File: src/rtl/gpio_port_pkg.sv
package gpio_port_pkg;
   typedef enum logic [1:0] {
      RMW_IDLE   = 2'd0,
      RMW_READ   = 2'd1,
      RMW_MODIFY = 2'd2,
      RMW_WRITE  = 2'd3
   } rmw_state_t;

   localparam logic SEL_DIR  = 1'b0;
   localparam logic SEL_DATA = 1'b1;
endpackage

File: src/rtl/gpio_pin_sync.sv
module gpio_pin_sync #(
   parameter int PORT_W = 8,
   parameter int STAGES = 2
) (
   input  logic              clk,
   input  logic              rst_n,
   input  logic [PORT_W-1:0] pin_async,
   output logic [PORT_W-1:0] pin_sync
);
   if (STAGES < 2) begin : g_bad_stages
      $error("gpio_pin_sync: STAGES must be at least 2");
   end

   logic [PORT_W-1:0] chain_q [STAGES];

   for (genvar s = 0; s < STAGES; s++) begin : g_stage
      if (s == 0) begin : g_first
         always_ff @(posedge clk or negedge rst_n) begin
            if (!rst_n) chain_q[0] <= '0;
            else        chain_q[0] <= pin_async;
         end
      end else begin : g_next
         always_ff @(posedge clk or negedge rst_n) begin
            if (!rst_n) chain_q[s] <= '0;
            else        chain_q[s] <= chain_q[s-1];
         end
      end
   end

   assign pin_sync = chain_q[STAGES-1];
endmodule

File: src/rtl/gpio_port_regs.sv
module gpio_port_regs #(
   parameter int PORT_W = 8
) (
   input  logic              clk,
   input  logic              rst_n,
   input  logic              wr_en,
   input  logic              wr_sel,
   input  logic [PORT_W-1:0] wr_data,
   input  logic              rmw_wr,
   input  logic [PORT_W-1:0] rmw_value,
   output logic [PORT_W-1:0] dir_q,
   output logic [PORT_W-1:0] data_q
);
   import gpio_port_pkg::*;

   logic bus_dir_wr;
   logic bus_data_wr;

   assign bus_dir_wr  = wr_en && (wr_sel == SEL_DIR);
   assign bus_data_wr = wr_en && (wr_sel == SEL_DATA);

   always_ff @(posedge clk or negedge rst_n) begin
      if (!rst_n)          dir_q <= '0;
      else if (bus_dir_wr) dir_q <= wr_data;
   end

   // the sequencer write-back has priority over a bus write in the same cycle
   always_ff @(posedge clk or negedge rst_n) begin
      if (!rst_n)           data_q <= '0;
      else if (rmw_wr)      data_q <= rmw_value;
      else if (bus_data_wr) data_q <= wr_data;
   end

   assert_dir_write_R2: assert property (@(posedge clk) disable iff (!rst_n)
      bus_dir_wr |=> dir_q == $past(wr_data));

   assert_data_write_R2: assert property (@(posedge clk) disable iff (!rst_n)
      (bus_data_wr && !rmw_wr) |=> data_q == $past(wr_data));

   assert_rmw_wins_R10: assert property (@(posedge clk) disable iff (!rst_n)
      rmw_wr |=> data_q == $past(rmw_value));
endmodule

File: src/rtl/gpio_rmw_seq.sv
module gpio_rmw_seq #(
   parameter int PORT_W = 8,
   localparam int IDX_W = $clog2(PORT_W)
) (
   input  logic              clk,
   input  logic              rst_n,
   input  logic              start,
   input  logic [IDX_W-1:0]  idx,
   input  logic              set_val,
   input  logic [PORT_W-1:0] port_val,
   output logic              rmw_wr,
   output logic [PORT_W-1:0] rmw_value,
   output logic              busy,
   output logic              done,
   output logic [IDX_W-1:0]  idx_q,
   output logic              set_q
);
   import gpio_port_pkg::*;

   rmw_state_t        state_q;
   logic [PORT_W-1:0] snap_q;

   always_ff @(posedge clk or negedge rst_n) begin
      if (!rst_n) begin
         state_q <= RMW_IDLE;
         snap_q  <= '0;
         idx_q   <= '0;
         set_q   <= 1'b0;
         done    <= 1'b0;
      end else begin
         done <= 1'b0;
         unique case (state_q)
            RMW_IDLE: if (start) begin
               idx_q   <= idx;
               set_q   <= set_val;
               state_q <= RMW_READ;
            end
            RMW_READ: begin
               snap_q  <= port_val;
               state_q <= RMW_MODIFY;
            end
            RMW_MODIFY: begin
               snap_q[idx_q] <= set_q;
               state_q       <= RMW_WRITE;
            end
            RMW_WRITE: begin
               done    <= 1'b1;
               state_q <= RMW_IDLE;
            end
            default: state_q <= RMW_IDLE;
         endcase
      end
   end

   assign busy      = (state_q != RMW_IDLE);
   assign rmw_wr    = (state_q == RMW_WRITE);
   assign rmw_value = snap_q;

   assert_start_busy_R7: assert property (@(posedge clk) disable iff (!rst_n)
      (start && !busy) |=> busy);

   assert_done_pulse_R7: assert property (@(posedge clk) disable iff (!rst_n)
      done |=> !done);

   assert_ignore_start_R9: assert property (@(posedge clk) disable iff (!rst_n)
      (busy && !rmw_wr) |=> ($stable(idx_q) && $stable(set_q)));
endmodule

File: src/rtl/gpio_pad_ctl.sv
module gpio_pad_ctl #(
   parameter int PORT_W = 8
) (
   input  logic [PORT_W-1:0] dir_q,
   input  logic [PORT_W-1:0] data_q,
   input  logic [PORT_W-1:0] pin_sync,
   output logic [PORT_W-1:0] pin_oe,
   output logic [PORT_W-1:0] pin_out,
   output logic [PORT_W-1:0] pin_pu,
   output logic [PORT_W-1:0] port_val
);
   for (genvar b = 0; b < PORT_W; b++) begin : g_bit
      assign pin_oe[b]   = dir_q[b];
      assign pin_out[b]  = data_q[b];
      assign pin_pu[b]   = !dir_q[b] && data_q[b];
      assign port_val[b] = dir_q[b] ? data_q[b] : pin_sync[b];
   end
endmodule

File: src/rtl/gpio_port_ctl.sv
module gpio_port_ctl #(
   parameter int PORT_W      = 8,
   parameter int SYNC_STAGES = 2,
   localparam int IDX_W      = $clog2(PORT_W)
) (
   input  logic              clk,
   input  logic              rst_n,
   input  logic              wr_en,
   input  logic              wr_sel,
   input  logic [PORT_W-1:0] wr_data,
   output logic [PORT_W-1:0] rd_data,
   input  logic [PORT_W-1:0] pin_in,
   output logic [PORT_W-1:0] pin_oe,
   output logic [PORT_W-1:0] pin_out,
   output logic [PORT_W-1:0] pin_pu,
   input  logic              rmw_start,
   input  logic [IDX_W-1:0]  rmw_idx,
   input  logic              rmw_set,
   output logic              rmw_busy,
   output logic              rmw_done
);
   if (PORT_W < 2 || (1 << IDX_W) != PORT_W) begin : g_bad_width
      $error("gpio_port_ctl: PORT_W must be a power of two of at least 2");
   end

   logic [PORT_W-1:0] dir_q, data_q, pin_sync, port_val, rmw_value;
   logic              rmw_wr, set_q;
   logic [IDX_W-1:0]  idx_q;

   gpio_pin_sync #(.PORT_W(PORT_W), .STAGES(SYNC_STAGES)) u_sync (
      .clk(clk), .rst_n(rst_n), .pin_async(pin_in), .pin_sync(pin_sync));

   gpio_port_regs #(.PORT_W(PORT_W)) u_regs (
      .clk(clk), .rst_n(rst_n), .wr_en(wr_en), .wr_sel(wr_sel),
      .wr_data(wr_data), .rmw_wr(rmw_wr), .rmw_value(rmw_value),
      .dir_q(dir_q), .data_q(data_q));

   gpio_rmw_seq #(.PORT_W(PORT_W)) u_rmw (
      .clk(clk), .rst_n(rst_n), .start(rmw_start), .idx(rmw_idx),
      .set_val(rmw_set), .port_val(port_val), .rmw_wr(rmw_wr),
      .rmw_value(rmw_value), .busy(rmw_busy), .done(rmw_done),
      .idx_q(idx_q), .set_q(set_q));

   gpio_pad_ctl #(.PORT_W(PORT_W)) u_pad (
      .dir_q(dir_q), .data_q(data_q), .pin_sync(pin_sync),
      .pin_oe(pin_oe), .pin_out(pin_out), .pin_pu(pin_pu),
      .port_val(port_val));

   assign rd_data = port_val;

   assert_done_bit_R8: assert property (@(posedge clk) disable iff (!rst_n)
      rmw_done |-> pin_out[idx_q] == set_q);

   assert_idle_after_done_R7: assert property (@(posedge clk) disable iff (!rst_n)
      rmw_done |-> !rmw_busy);
endmodule

File: config.mk
export PLATFORM = sky130hd
export DESIGN_NAME = gpio_port_ctl
export DESIGN_NICKNAME = d
export VERILOG_FILES = /design/src/rtl/gpio_port_pkg.sv /design/src/rtl/gpio_pin_sync.sv /design/src/rtl/gpio_port_regs.sv /design/src/rtl/gpio_rmw_seq.sv /design/src/rtl/gpio_pad_ctl.sv /design/src/rtl/gpio_port_ctl.sv
export SDC_FILE = /design/constraint.sdc
export NUM_CORES = 1
export LEC_CHECK = 0
export ABC_AREA = 0
export BUFFER_PORTS_ARGS = -buffer_cell sky130_fd_sc_hd__buf_2
export CAP_MARGIN = 20
export CORE_MARGIN = 2
export CORE_UTILIZATION = 33
export DETAILED_ROUTE_END_ITERATION = 6
export PLACE_DENSITY_LB_ADDON = 0.15
export REMOVE_ABC_BUFFERS = 1
export SLEW_MARGIN = 10
export SYNTH_ARGS = -nofsm -noshare
export SYNTH_HDL_FRONTEND = slang
export SYNTH_SLANG_ARGS = --single-unit
File: constraint.sdc
create_clock -name clk -period 3.8 [get_ports clk]
set_clock_uncertainty 0.1 [all_clocks]
set_input_delay 0.19 -clock clk [delete_from_list [all_inputs] [get_ports clk]]
set_output_delay 0.19 -clock clk [all_outputs]
set_load 0.005 [all_outputs]
## Word-level counts from Yosys, hierarchy flattened

Index checks and enable logic that the tools add are counted.

| storage, ports and cells | value |
|---|---|
| bits of input ports | 25 |
| register bits | 47 |
| logic and storage cells | 57 |
| output and inout bits | 34 |

| operators by class | value |
|---|---|
| equality and inequality tests | 4 |
| bitwise gates (word level) | 1 |
| reductions and logical operators | 24 |
| mux-type cells | 17 |
| order comparisons | 2 |

Operators by type and width:

| operator | number |
|---|---|
| $mux W8 | 2 |
| $pmux W8 S2 | 1 |
| $logic_and A1 B1 Y1 | 11 |
| $mux W1 | 10 |
| $bwmux W8 | 1 |
| $logic_not A1 Y1 | 8 |
| $pmux W2 S4 | 1 |
| $reduce_bool A2 Y1 | 3 |
| $eq A2 B2 Y1 const B | 2 |
| $lt A3 B4 Y1 const B | 1 |
| $demux W1 S3 | 1 |
| $ge A3 B1 Y1 const B | 1 |
| $eq A2 B1 Y1 const B | 1 |
| $logic_not A2 Y1 | 1 |
| $mux W2 | 1 |
| $ne A2 B2 Y1 const B | 1 |
| $reduce_and A2 Y1 | 1 |
| $not A1 Y1 | 1 |

## Depth between registers and ports, before layout

Gate-level depths: netlist (run 1).

| depth | value |
|---|---|
| depth in word-level cells | 6 |
| gate-level depth with buffers | 6 |
| mapped depth without buffers | 5 |

## Cells and area by module

A second synthesis (run 1) with hierarchy kept.

| unflattened totals | value |
|---|---|
| cell total of the unflattened synthesis | 193 |
| area, all modules | 2348.5 um2 |

By module, submodules not included:

| module | seq. area each (um2) | area each (um2) | cells an instance | instances |
|---|---|---|---|---|
| gpio_port_regs | 400.4 | 809.5 | 64 | 1 |
| gpio_rmw_seq | 375.4 | 768.2 | 73 | 1 |
| gpio_pin_sync | 400.4 | 460.4 | 24 | 1 |
| gpio_pad_ctl | 0.0 | 310.3 | 32 | 1 |

## Worst setup path after synthesis (run 1)

Ideal clock, no wire load.

| path | value |
|---|---|
| path kind | reg-to-reg |
| from | register u_rmw.state_q[0] |
| to | register u_rmw.snap_q[5] (netlist: u_rmw.rmw_value[5]) |
| arrival time | 1.163 ns |
| data required time | 3.565 ns |
| path slack | 2.403 ns |
| path buffers | 1 |
| library setup time | 0.135 ns |
| cell stages (with the launch flop) | 7 |
| clock period less this slack | 1.397 ns |
| cell sequence | dfrtp_1 -> inv_1 -> ha_1 -> nand2b_4 -> buf_8 -> nand2b_1 -> o211ai_1 |

| between the ends | value |
|---|---|
| word-level cells in the longest chain between the ends | 2 |
| elaborated cells between the ends (all ways) | 4 |
| those cells by class | 2 x eq/ne; 1 x mux; 1 x reduce/logical |

RTL lines:

| item | RTL line | source |
|---|---|---|
| from (decl) | gpio_rmw_seq.sv:20 | `rmw_state_t state_q;` |
| from (signal assigned) | gpio_rmw_seq.sv:25 | `state_q <= RMW_IDLE;` |
| from (signal assigned) | gpio_rmw_seq.sv:36 | `state_q <= RMW_READ;` |
| from (signal assigned) | gpio_rmw_seq.sv:40 | `state_q <= RMW_MODIFY;` |
| $eq A2 B2 Y1 / $eq A2 B1 Y1 (equally long branches) | gpio_rmw_seq.sv:32 | `unique case (state_q)` |
| $pmux W8 S2 / $reduce_bool A2 Y1 (equally long branches) | - |  |
| to (signal assigned) | gpio_rmw_seq.sv:39 | `snap_q <= port_val;` |
| to (signal, indexed assignment) | gpio_rmw_seq.sv:43 | `snap_q[idx_q] <= set_q;` |
| to (decl) | gpio_rmw_seq.sv:21 | `logic [PORT_W-1:0] snap_q;` |

Several ways; a longest one is shown, not always the timed one.
A chain may end at the register's enable or synchronous reset.

## Worst setup path after layout (run 1)

| path | value |
|---|---|
| from | register u_rmw.state_q[0] |
| to | register u_rmw.snap_q[3] (netlist: u_rmw.rmw_value[3]) |

Same word-level chain as after synthesis.

==> metrics.md, run 1 <==
| Metric | Value |
|---|---|
| Outcome | `complete, no violations` |
| Ports | `59` |
| Synth area leader | `dfrtp_1` |
| Detail Route Antenna Nets | `0` |
| CTS Buffer Depth | `2` |
| Routed vias/inst | `4.55` |
| RSZ-0062 raised after global routing | `false` |
| Min cycle time layout | `1500 ps` |
| Drt initial violations | `87` |
| Via count | `1355` |
| Clock-pin slew on the worst setup and hold paths | `90 ps` |
| GRT Overall Usage | `0.124` |
| Layout cells sized above 1 | `0.404` |
| CP Launch Type | `flop` |
| Post-synthesis sequential area ratio | `0.594` |
| Setup crit start | `u_rmw.state_q[0]$_DFFE_PN0P_` |
| Pleak | `1.21 nW` |
| Clk sinks | `47` |
| H-tree levels | `2` |
| Synth Register Bits | `47` |
| Worst Setup End Kind | `flop` |
| Post-DP HPWL | `2.69 mm` |
| Vias in the first global route | `1234` |
| Post-Syn Area | `1980 sq um` |
| Core Rows | `28` |
| Layout Nets | `252` |
| CTS Buf Count | `5` |
| Avg Inst Size Synth | `13.2 sq um` |
| Reg2Reg Launch Point | `u_rmw.state_q[0]$_DFFE_PN0P_` |
| Yosys cell types | `21` |
| Share of the synthesized area in the top cell type | `0.594` |
| Cells along the critical path | `inv_1, ha_1, nand2_1, o211ai_1, o211ai_1` |
| Crit path largest cell delay | `410 ps` |
| Port buffer count | `58` |
| Top FF cell, synth | `dfrtp_1` |
| Hold buffer count at cts | `8` |
| Most area-consuming cells after synthesis | `dfrtp_1 59%, mux2_2 12%, o211ai_1 6.1%` |
| Area of the die | `6630 sq um` |
| Setup violators final | `0` |
| Count leader, synth | `dfrtp_1` |
| Total Wirelength | `3.93 mm` |
| Core Area | `5850 sq um` |
| HP Class | `in2reg` |
| Overflow left after global routing | `0` |
| Cell count after placement | `280` |
| First drt pass iteration count | `4` |
| Starting Density | `0.338` |
| Die height | `81.4 um` |
| Period utilization | `0.396` |
| Crit path kind | `reg2reg` |
| Drt wl/cell | `13.2 um` |
| Initial antenna violation count | `0` |
| Area grow syn2layout | `29.4%` |
| CTS tree | `built` |
| Commonest cells post-synth | `47 x dfrtp_1, 21 x mux2_2, 16 x o211ai_1, 11 x nand2_1, 11 x nand2b_1` |
| Fraction of registers with async set/reset | `1.00` |
| Final hold violation count | `0` |
| Post-CTS resize count | `0` |
| ANT cells | `0` |
| Finished Layout Cells | `298` |
| Fmax achieved | `0.665 GHz` |
| Synthesized instance count | `150` |
| Peak supply drop | `0.000292 V` |
| Relative slew slack | `0.458` |
| Setup repair bufs after CTS | `0` |
| Max cap viols | `0` |
| Yosys warnings | `0` |
| Crit-path slowest cell | `dfrtp_1` |
| Filler Cell Count | `558` |
| Cell family with most CP delay | `flip-flops` |
| Die Width | `81.4 um` |
| PD cells | `679 nW/um^2` |
| Setup_tns | `0 ps` |
| Root buffer cell | `clkbuf_8` |
| Worst-Margin Slew | `812 ps` |
| First-pass GRT wire length | `6.14 mm` |
| Post-route DRC | `0` |
| Required time of the critical path | `3880 ps` |
| Largest net degree at the start of global routing | `48` |
| EDFF count, synth | `0` |
| Fin. max-slew vios | `0` |
| Critical path arrival | `1590 ps` |
| Bufs and invs on worst path | `1` |
| HP Start | `rmw_idx[0]` |
| CP Max Fanout | `6` |
| Routability cong. | `0.712` |
| Skew-Pair Late Insertion Delay | `300 ps` |
| CP most frequent cell | `o211ai_1` |
[layout by cell type, fill, tap and decap left out, types with 3 or more instances in the layout]
cell / count
buf_2: 58
nand2_1: 11
dfrtp_1: 47
nand2b_1: 11
clkbuf_8: 6
dlygate4sd3_1: 9
mux2_2: 21
o211ai_1: 16
inv_1: 3
ha_1: 5
o21ai_0: 8
nor2b_1: 9
mux2i_1: 8
[state kept, by name (all words and copies together) (netlist names)]
signal and cells:
u_regs.data_q 8, u_sync.pin_sync 8, u_sync.chain_q 8, u_rmw.set_q 1, u_rmw.idx_q 3, u_regs.dir_q 8, u_rmw.done 1, u_rmw.rmw_value 8
u_rmw.state_q 2
[stage by stage]
step	cell area [sq um]	setup slack, ps	power (mW)	util	hold slack (ps)
6_report	2560	2300	1.74	0.438	14.3
5_1_grt	2560	2160	1.89	0.438	17.6
4_1_cts	2530	2280	1.76	0.433	8.49
3_5_place_dp	2330	2170	1.37	0.399	201
3_3_place_gp	2330	2200	1.36	0.399	199
2_1_floorplan	1950	2440	1.13	-	-206
[final cells by class]
type / count / area [sq um] / share of cell area
flip-flops and latches: 47 / 1180 / 0.459
inverters: 3 / 11.3 / 0.00440
multi-input cells: 97 / 762 / 0.298
well taps: 75 / 93.8 / 0.0366
clock inverters: 2 / 35.0 / 0.0137
repair buffers: 68 / 400 / 0.156
clock buffers: 6 / 82.6 / 0.0322
[power breakdown]
part	internal, mW	switching, mW
Clock	0.213	0.169
Combinational	0.314	0.290
Sequential	0.645	0.109
[worst register-to-register path, stage by stage, from the launching register on]
cell and delay [ps]:
dfrtp_1 410, inv_1 130, ha_1 270, nand2_1 170, o211ai_1 210, o211ai_1 110
[cells by family after synthesis]
| logic type | Yosys count | synth area share |
|---|---|---|
| AO/OA/AOI/OAI | 25 | 0.0834 |
| adder cells (fa/ha/maj) | 5 | 0.0316 |
| buffers and inverters | 6 | 0.0209 |
| flip-flops | 47 | 0.594 |
| multiplexers | 29 | 0.160 |
| AND/OR/NAND/NOR | 38 | 0.110 |
[metal layers]
layer	part of all wire	GRT usage	vias to the layer above
li1	-	-	667
met1	0.48	0.179	649
met2	0.46	0.177	33
met3	0.043	0.0341	6
met4	0.016	0.0458	0
met5	0	0	-
[path summary, 6_finish.rpt]
kind / end / slack (ps) / depth (start not counted)
max: u_rmw.rmw_value[3]$_DFFE_PN0P_ / 2300 / 5
min: u_rmw.idx_q[0]$_DFFE_PN0P_ / 10 / 2
max reg2reg: u_rmw.rmw_value[3]$_DFFE_PN0P_ / 2300 / 5
min reg2reg: u_sync.pin_sync[6]$_DFF_PN0_ / 250 / 0
max in group asynchronous: u_rmw.rmw_value[7]$_DFFE_PN0P_ / 2800 / 3
min in group asynchronous: u_rmw.idx_q[0]$_DFFE_PN0P_ / 290 / 2
(Power assumes the default switching activity.)
==> run 2, diff against run 1 <==
Clock period 3.8 ns to 1.4 ns, I/O delays scaled along.
==> run 2 against run 1 <==
Effect of this change:
- fmax increased by 9.8%
- global-route usage decreased by 0.13 points
- combinational power increased to 3.5 times the previous value
- non-clock buffer count increased by 23
- final cell count increased by 8.1%
- die area unchanged
- clock power increased by 130%
- register-to-register slack got worse by 2300 ps
- wire length increased by 5.7%
- highest routed layer unchanged
==> metrics.md, run 2 (same netlist as run 1, synthesis figures left out) <==
| Metric | Value |
|---|---|
| Outcome | `complete, no violations` |
| Core Rows | `28` |
| Setup crit start | `u_rmw.state_q[0]$_DFFE_PN0P_` |
| Cells on worst reg2reg path | `4` |
| Worst-Margin Slew | `317 ps` |
| Fin. max-slew vios | `0` |
| Pre-CTS setup slack | `-72.3 ps` |
| H-tree levels | `2` |
| Post-route DRC | `0` |
| Switching Share | `0.330` |
| Met3 usage | `0.0330` |
| Cell count after placement | `286` |
| Combinational power share | `0.417` |
| RSZ-0062 raised after global routing | `true` |
| Post-layout instance area | `2840 sq um` |
| Worst Setup End Kind | `flop` |
| Root buffer cell | `clkbuf_8` |
| Largest net degree at the start of global routing | `48` |
| First drt pass iteration count | `4` |
| R2R setup slack | `30 ps` |
| Layer with the highest usage | `met2` |
| Most common cell after layout, fill and taps aside | `buf_2` |
| Vias in the first global route | `1322` |
| Port buffer count | `58` |
| Final Hold Slack | `73.3 ps` |
| GRT met2 Usage | `0.194` |
| CTS Buffer Depth | `2` |
| Sw power | `1.65 mW` |
| Reg-to-reg endpoint | `u_rmw.state_q[1]$_DFFE_PN0P_` |
| Max cap viols | `0` |
| Layout cells sized above 1 | `0.453` |
| Initial antenna violation count | `0` |
| Seq pwr share | `0.409` |
| GRT Overall Usage | `0.123` |
| Min cycle time layout | `1370 ps` |
| Final cell utilization of the core | `0.486` |
| Core Area | `5850 sq um` |
| CP Max Fanout | `4` |
| Global routing usage on met1 | `0.161` |
| Die height | `81.4 um` |
| ANT cells | `0` |
| Clk network pwr share | `0.175` |
| Skew-Pair Late Insertion Delay | `290 ps` |
| Post-DP HPWL | `2.70 mm` |
| Layout Nets | `276` |
| PD cells | `1760 nW/um^2` |
| Die Width | `81.4 um` |
| Fmax achieved | `0.730 GHz` |
| HP Class | `in2reg` |
| Most frequent cells in the layout | `58 x buf_2, 47 x dfrtp_1, 21 x dlygate4sd3_1, 17 x mux2_2, 16 x o211ai_1` |
| DP Area | `2390 sq um` |
| Drt wl/cell | `12.9 um` |
| Setup_tns | `0 ps` |
| Total Wirelength | `4.15 mm` |
| Clk sinks | `47` |
| Crit path kind | `reg2reg` |
| Critical path arrival | `1460 ps` |
| First-pass GRT wire length | `6.09 mm` |
| Area of the die | `6630 sq um` |
| Starting Density | `0.338` |
| Detail Route Antenna Nets | `0` |
| Reg2Reg Launch Point | `u_rmw.state_q[0]$_DFFE_PN0P_` |
| Period utilization | `0.979` |
| CTS Buf Count | `5` |
| Setup violators final | `0` |
| Final hold violation count | `0` |
| Routed vias/inst | `4.58` |
| Area grow syn2layout | `43.7%` |
| Finished Layout Cells | `322` |
| Required time of the critical path | `1490 ps` |
| Int Pwr | `3.36 mW` |
| Total Power | `5.01 mW` |
| Peak supply drop | `0.000918 V` |
| End of the critical path | `u_rmw.state_q[1]$_DFFE_PN0P_` |
| Clock-pin slew on the worst setup and hold paths | `80 ps` |
| Filler Cell Count | `543` |
| Drt initial violations | `67` |
| CTS tree | `built` |
| Relative slew slack | `0.789` |
| Via count | `1474` |
| Setup slack after layout | `29.8 ps` |
| CP Launch Type | `flop` |
| Routability cong. | `0.701` |
| Ports | `59` |
| Pleak | `1.34 nW` |
| Overflow left after global routing | `0` |
[run 2: cell count changes in the layout (fill, tap and decap cells not counted), moves of 2 or more]
cell           delta
buf_4            +10
dlygate4sd3_1    +12
ha_1              -4
ha_4              +3
inv_1             -2
inv_2             +2
mux2_2            -4
mux2_4            +4
nand2_1           -2
nand2_2           +2
nand2b_1          -2
nand2b_4          +3
[run 2: critical path, cell delays in order, from the launching register on]
cell	delay, ps
dfrtp_1	390
inv_2	130
ha_4	160
and2b_1	150
mux2_2	330
[run 2: area by class of cell]
class / count / area, sq um / area share
Clock buffer: 8 / 100 / 0.0352
Timing Repair Buffer: 91 / 607 / 0.213
Sequential cell: 47 / 1180 / 0.414
Tap cell: 75 / 93.8 / 0.0330
Multi-Input combinational cell: 98 / 856 / 0.301
Inverter: 3 / 11.3 / 0.00396
[run 2: what timing repair did]
action,in CTS,in global routing
hold endpoints to repair,74,0
cloned,0,1
resized for setup,4,16
setup endpoints to repair,17,21
setup buffers,1,5
pin swaps,0,2
hold buffers,21,0
[run 2: routing by layer]
layer	wire length, um	vias up	share of wire
met1	1960	719	0.47
met2	1970	30	0.47
met3	173	6	0.042
met5	0	-	0
li1	-	719	-
met4	55	0	0.013
[run 2: power groups by stage]
stage / Sequential, mW / Clock [mW] / Combinational, mW
global placement: 2.06 / 0 / 1.73
detailed placement: 2.06 / 0 / 1.75
CTS: 2.04 / 0.909 / 1.83
floorplan: 2.02 / 0 / 1.06
global route: 2.10 / 0.970 / 2.34
finish: 2.05 / 0.875 / 2.09
[run 2: worst min-delay path by stage]
stage               from                           end  slack, ps  depth (start not counted)
2_1_floorplan      rst_n  u_regs.data_q[0]$_DFFE_PN0P_       -330                          0
3_3_place_gp       rst_n  u_sync.pin_sync[6]$_DFF_PN0_        -30                          2
3_5_place_dp       rst_n  u_sync.chain_q[15]$_DFF_PN0_        -20                          2
4_1_cts        rmw_start    u_rmw.idx_q[0]$_DFFE_PN0P_        120                          3
5_1_grt        rmw_start       u_rmw.set_q$_DFFE_PN0P_         90                          3
6_report       rmw_start    u_rmw.idx_q[0]$_DFFE_PN0P_         70                          3
==> run 3, diff against run 2 <==
Clock period 1.4 ns to 1.6 ns, I/O delays scaled along.
==> run 3 against run 2 <==
Effect of this change:
- die area did not move
- count of clock-buffer cells in the layout fell by 2
- total power shrank 17%
- critical path depth unchanged
- design area is 5.1% lower
- wire length down 4.1%
- via count shrank 5.9%
- core utilization is 2.5 points lower
==> metrics.md, run 3 (same netlist as run 1, synthesis figures left out) <==
| Metric | Value |
|---|---|
| Core Rows | `28` |
| Crit path kind | `reg2reg` |
| Via count | `1387` |
| Finished Layout Cells | `312` |
| Routed vias/inst | `4.45` |
| Layout Nets | `266` |
| Largest net degree at the start of global routing | `23` |
| Min cycle time layout | `1470 ps` |
| Critical path arrival | `1550 ps` |
| Total Wirelength | `3.98 mm` |
| Initial antenna violation count | `0` |
| Skew-Pair Late Insertion Delay | `290 ps` |
| CTS tree | `built` |
| Root buffer cell | `clkbuf_8` |
| Most common cell after layout, fill and taps aside | `buf_2` |
| Pleak | `1.27 nW` |
| Drt initial violations | `74` |
| Footprint of the multi-input gates | `764 sq um` |
| Reg2Reg Launch Point | `u_rmw.state_q[1]$_DFFE_PN0P_` |
| Cells on worst reg2reg path | `4` |
| Outcome | `complete, no violations` |
| Setup repair bufs after CTS | `0` |
| Clock-pin slew on the worst setup and hold paths | `90 ps` |
| Bufs and invs on worst path | `1` |
| Die height | `81.4 um` |
| Hold endpoint | `u_rmw.set_q$_DFFE_PN0P_` |
| CTS Buffer Depth | `2` |
| Setup slack after layout | `133 ps` |
| Post-route DRC | `0` |
| CTS Buf Count | `5` |
| H-tree levels | `2` |
| Filler Cell Count | `537` |
| R2R setup slack | `130 ps` |
| First drt pass iteration count | `4` |
| Overflow left after global routing | `0` |
| Sequential cell area | `1180 sq um` |
| Clk sinks | `47` |
| Fin. max-slew vios | `0` |
| First-pass GRT wire length | `6.16 mm` |
| Cell family with most CP delay | `flip-flops` |
| Vias in the first global route | `1298` |
| ANT cells | `0` |
| Pre-CTS setup slack | `103 ps` |
| Required time of the critical path | `1690 ps` |
| Crit path largest cell delay | `420 ps` |
| Fmax achieved | `0.682 GHz` |
| Ports | `59` |
| Setup violators final | `0` |
| Setup_tns | `0 ps` |
| Area of the die | `6630 sq um` |
| Final cell utilization of the core | `0.461` |
| PD cells | `1540 nW/um^2` |
| HP Start | `rmw_start` |
| Final hold violation count | `0` |
| Crit-path slowest cell | `dfrtp_1` |
| Post-DP HPWL | `2.74 mm` |
| CP Launch Type | `flop` |
| Cells along the critical path | `inv_1, ha_1, and2b_1, mux2_2` |
| GRT Overall Usage | `0.126` |
| Drt wl/cell | `12.8 um` |
| Peak supply drop | `0.000520 V` |
| Worst-Margin Slew | `559 ps` |
| Die Width | `81.4 um` |
| Core Area | `5850 sq um` |
| Port buffer count | `58` |
| Reg-to-reg endpoint | `u_rmw.state_q[1]$_DFFE_PN0P_` |
| Layout cells sized above 1 | `0.397` |
| Period utilization | `0.917` |
| Most frequent cells in the layout | `58 x buf_2, 47 x dfrtp_1, 21 x mux2_2, 21 x dlygate4sd3_1, 16 x o211ai_1` |
| Area grow syn2layout | `36.3%` |
| Worst Setup End Kind | `flop` |
| RSZ-0062 raised after global routing | `false` |
| Starting Density | `0.338` |
| Routability cong. | `0.704` |
| Relative slew slack | `0.627` |
| HP Class | `in2reg` |
| Cell count after placement | `283` |
| Hold Path Depth | `3` |
| CP Max Fanout | `4` |
| Detail Route Antenna Nets | `0` |
| Max cap viols | `0` |
run 3: cell types whose count changed in the layout (fill, tap and decap cells not counted), moves of 2 or more:
cell and delta:
ha_1 +3, ha_4 -3, nand2_1 +2, nand2_2 -2, nand2b_4 -3, nand2b_1 +2
mux2_2 +4, mux2_4 -4, buf_4 -8
run 3: worst max-delay path by stage:
| stage | from | endpoint | slack [ps] | cells after the start |
|---|---|---|---|---|
| floorplan | u_rmw.state_q[0]$_DFFE_PN0P_ | u_rmw.state_q[1]$_DFFE_PN0P_ | 240 | 4 |
| global placement | u_rmw.state_q[0]$_DFFE_PN0P_ | u_rmw.rmw_value[7]$_DFFE_PN0P_ | 130 | 5 |
| detailed placement | u_rmw.state_q[0]$_DFFE_PN0P_ | u_rmw.rmw_value[4]$_DFFE_PN0P_ | 100 | 5 |
| CTS | u_rmw.state_q[0]$_DFFE_PN0P_ | u_rmw.rmw_value[2]$_DFFE_PN0P_ | 90 | 5 |
| global route | u_rmw.state_q[0]$_DFFE_PN0P_ | u_rmw.rmw_value[2]$_DFFE_PN0P_ | 30 | 5 |
| finish | u_rmw.state_q[1]$_DFFE_PN0P_ | u_rmw.state_q[1]$_DFFE_PN0P_ | 130 | 4 |
run 3: stage by stage:
step                      instance area (sq um)  hold WS (ps)  total power, mW
after floorplan                            1950          -316             2.69
after global placement                     2370         -43.6             3.24
after detailed placement                   2370         -49.5             3.27
after CTS                                  2700           125             4.21
after global routing                       2700           151             4.50
final                                      2700           127             4.14
run 3: layout make-up:
class                      count  share of cell area
timing repair buffer          82               0.198
multi-input combinational     97               0.283
sequential                    47               0.436
clock inverter                 2              0.0130
tap                           75              0.0348
inverter                       3             0.00417
clock buffer                   6              0.0306
run 3: timing repair:
action                                 in CTS  in global routing
hold buffers                               21                  0
resized for setup                           0                  2
setup endpoints to repair                   0                  8
endpoints found under the hold margin      68                  0
run 3: report_power, final:
part           internal, mW  switching (mW)
sequential             1.53           0.259
combinational         0.774           0.694
clock                 0.506           0.380
run 3: worst register-to-register path: stages (launching register included):
cell	delay, ps
dfrtp_1	420
inv_1	110
ha_1	200
and2b_1	180
mux2_2	340
run 3: metal layers:
metal  part of all wire  GRT usage  up-vias  wire length (um)
met1               0.47      0.169      662              1870
met2               0.48      0.193       28              1890
met5                  0          0        -                 0
met4              0.016     0.0458        0                63
li1                   -          -      692                 -
met3              0.040     0.0363        5               159
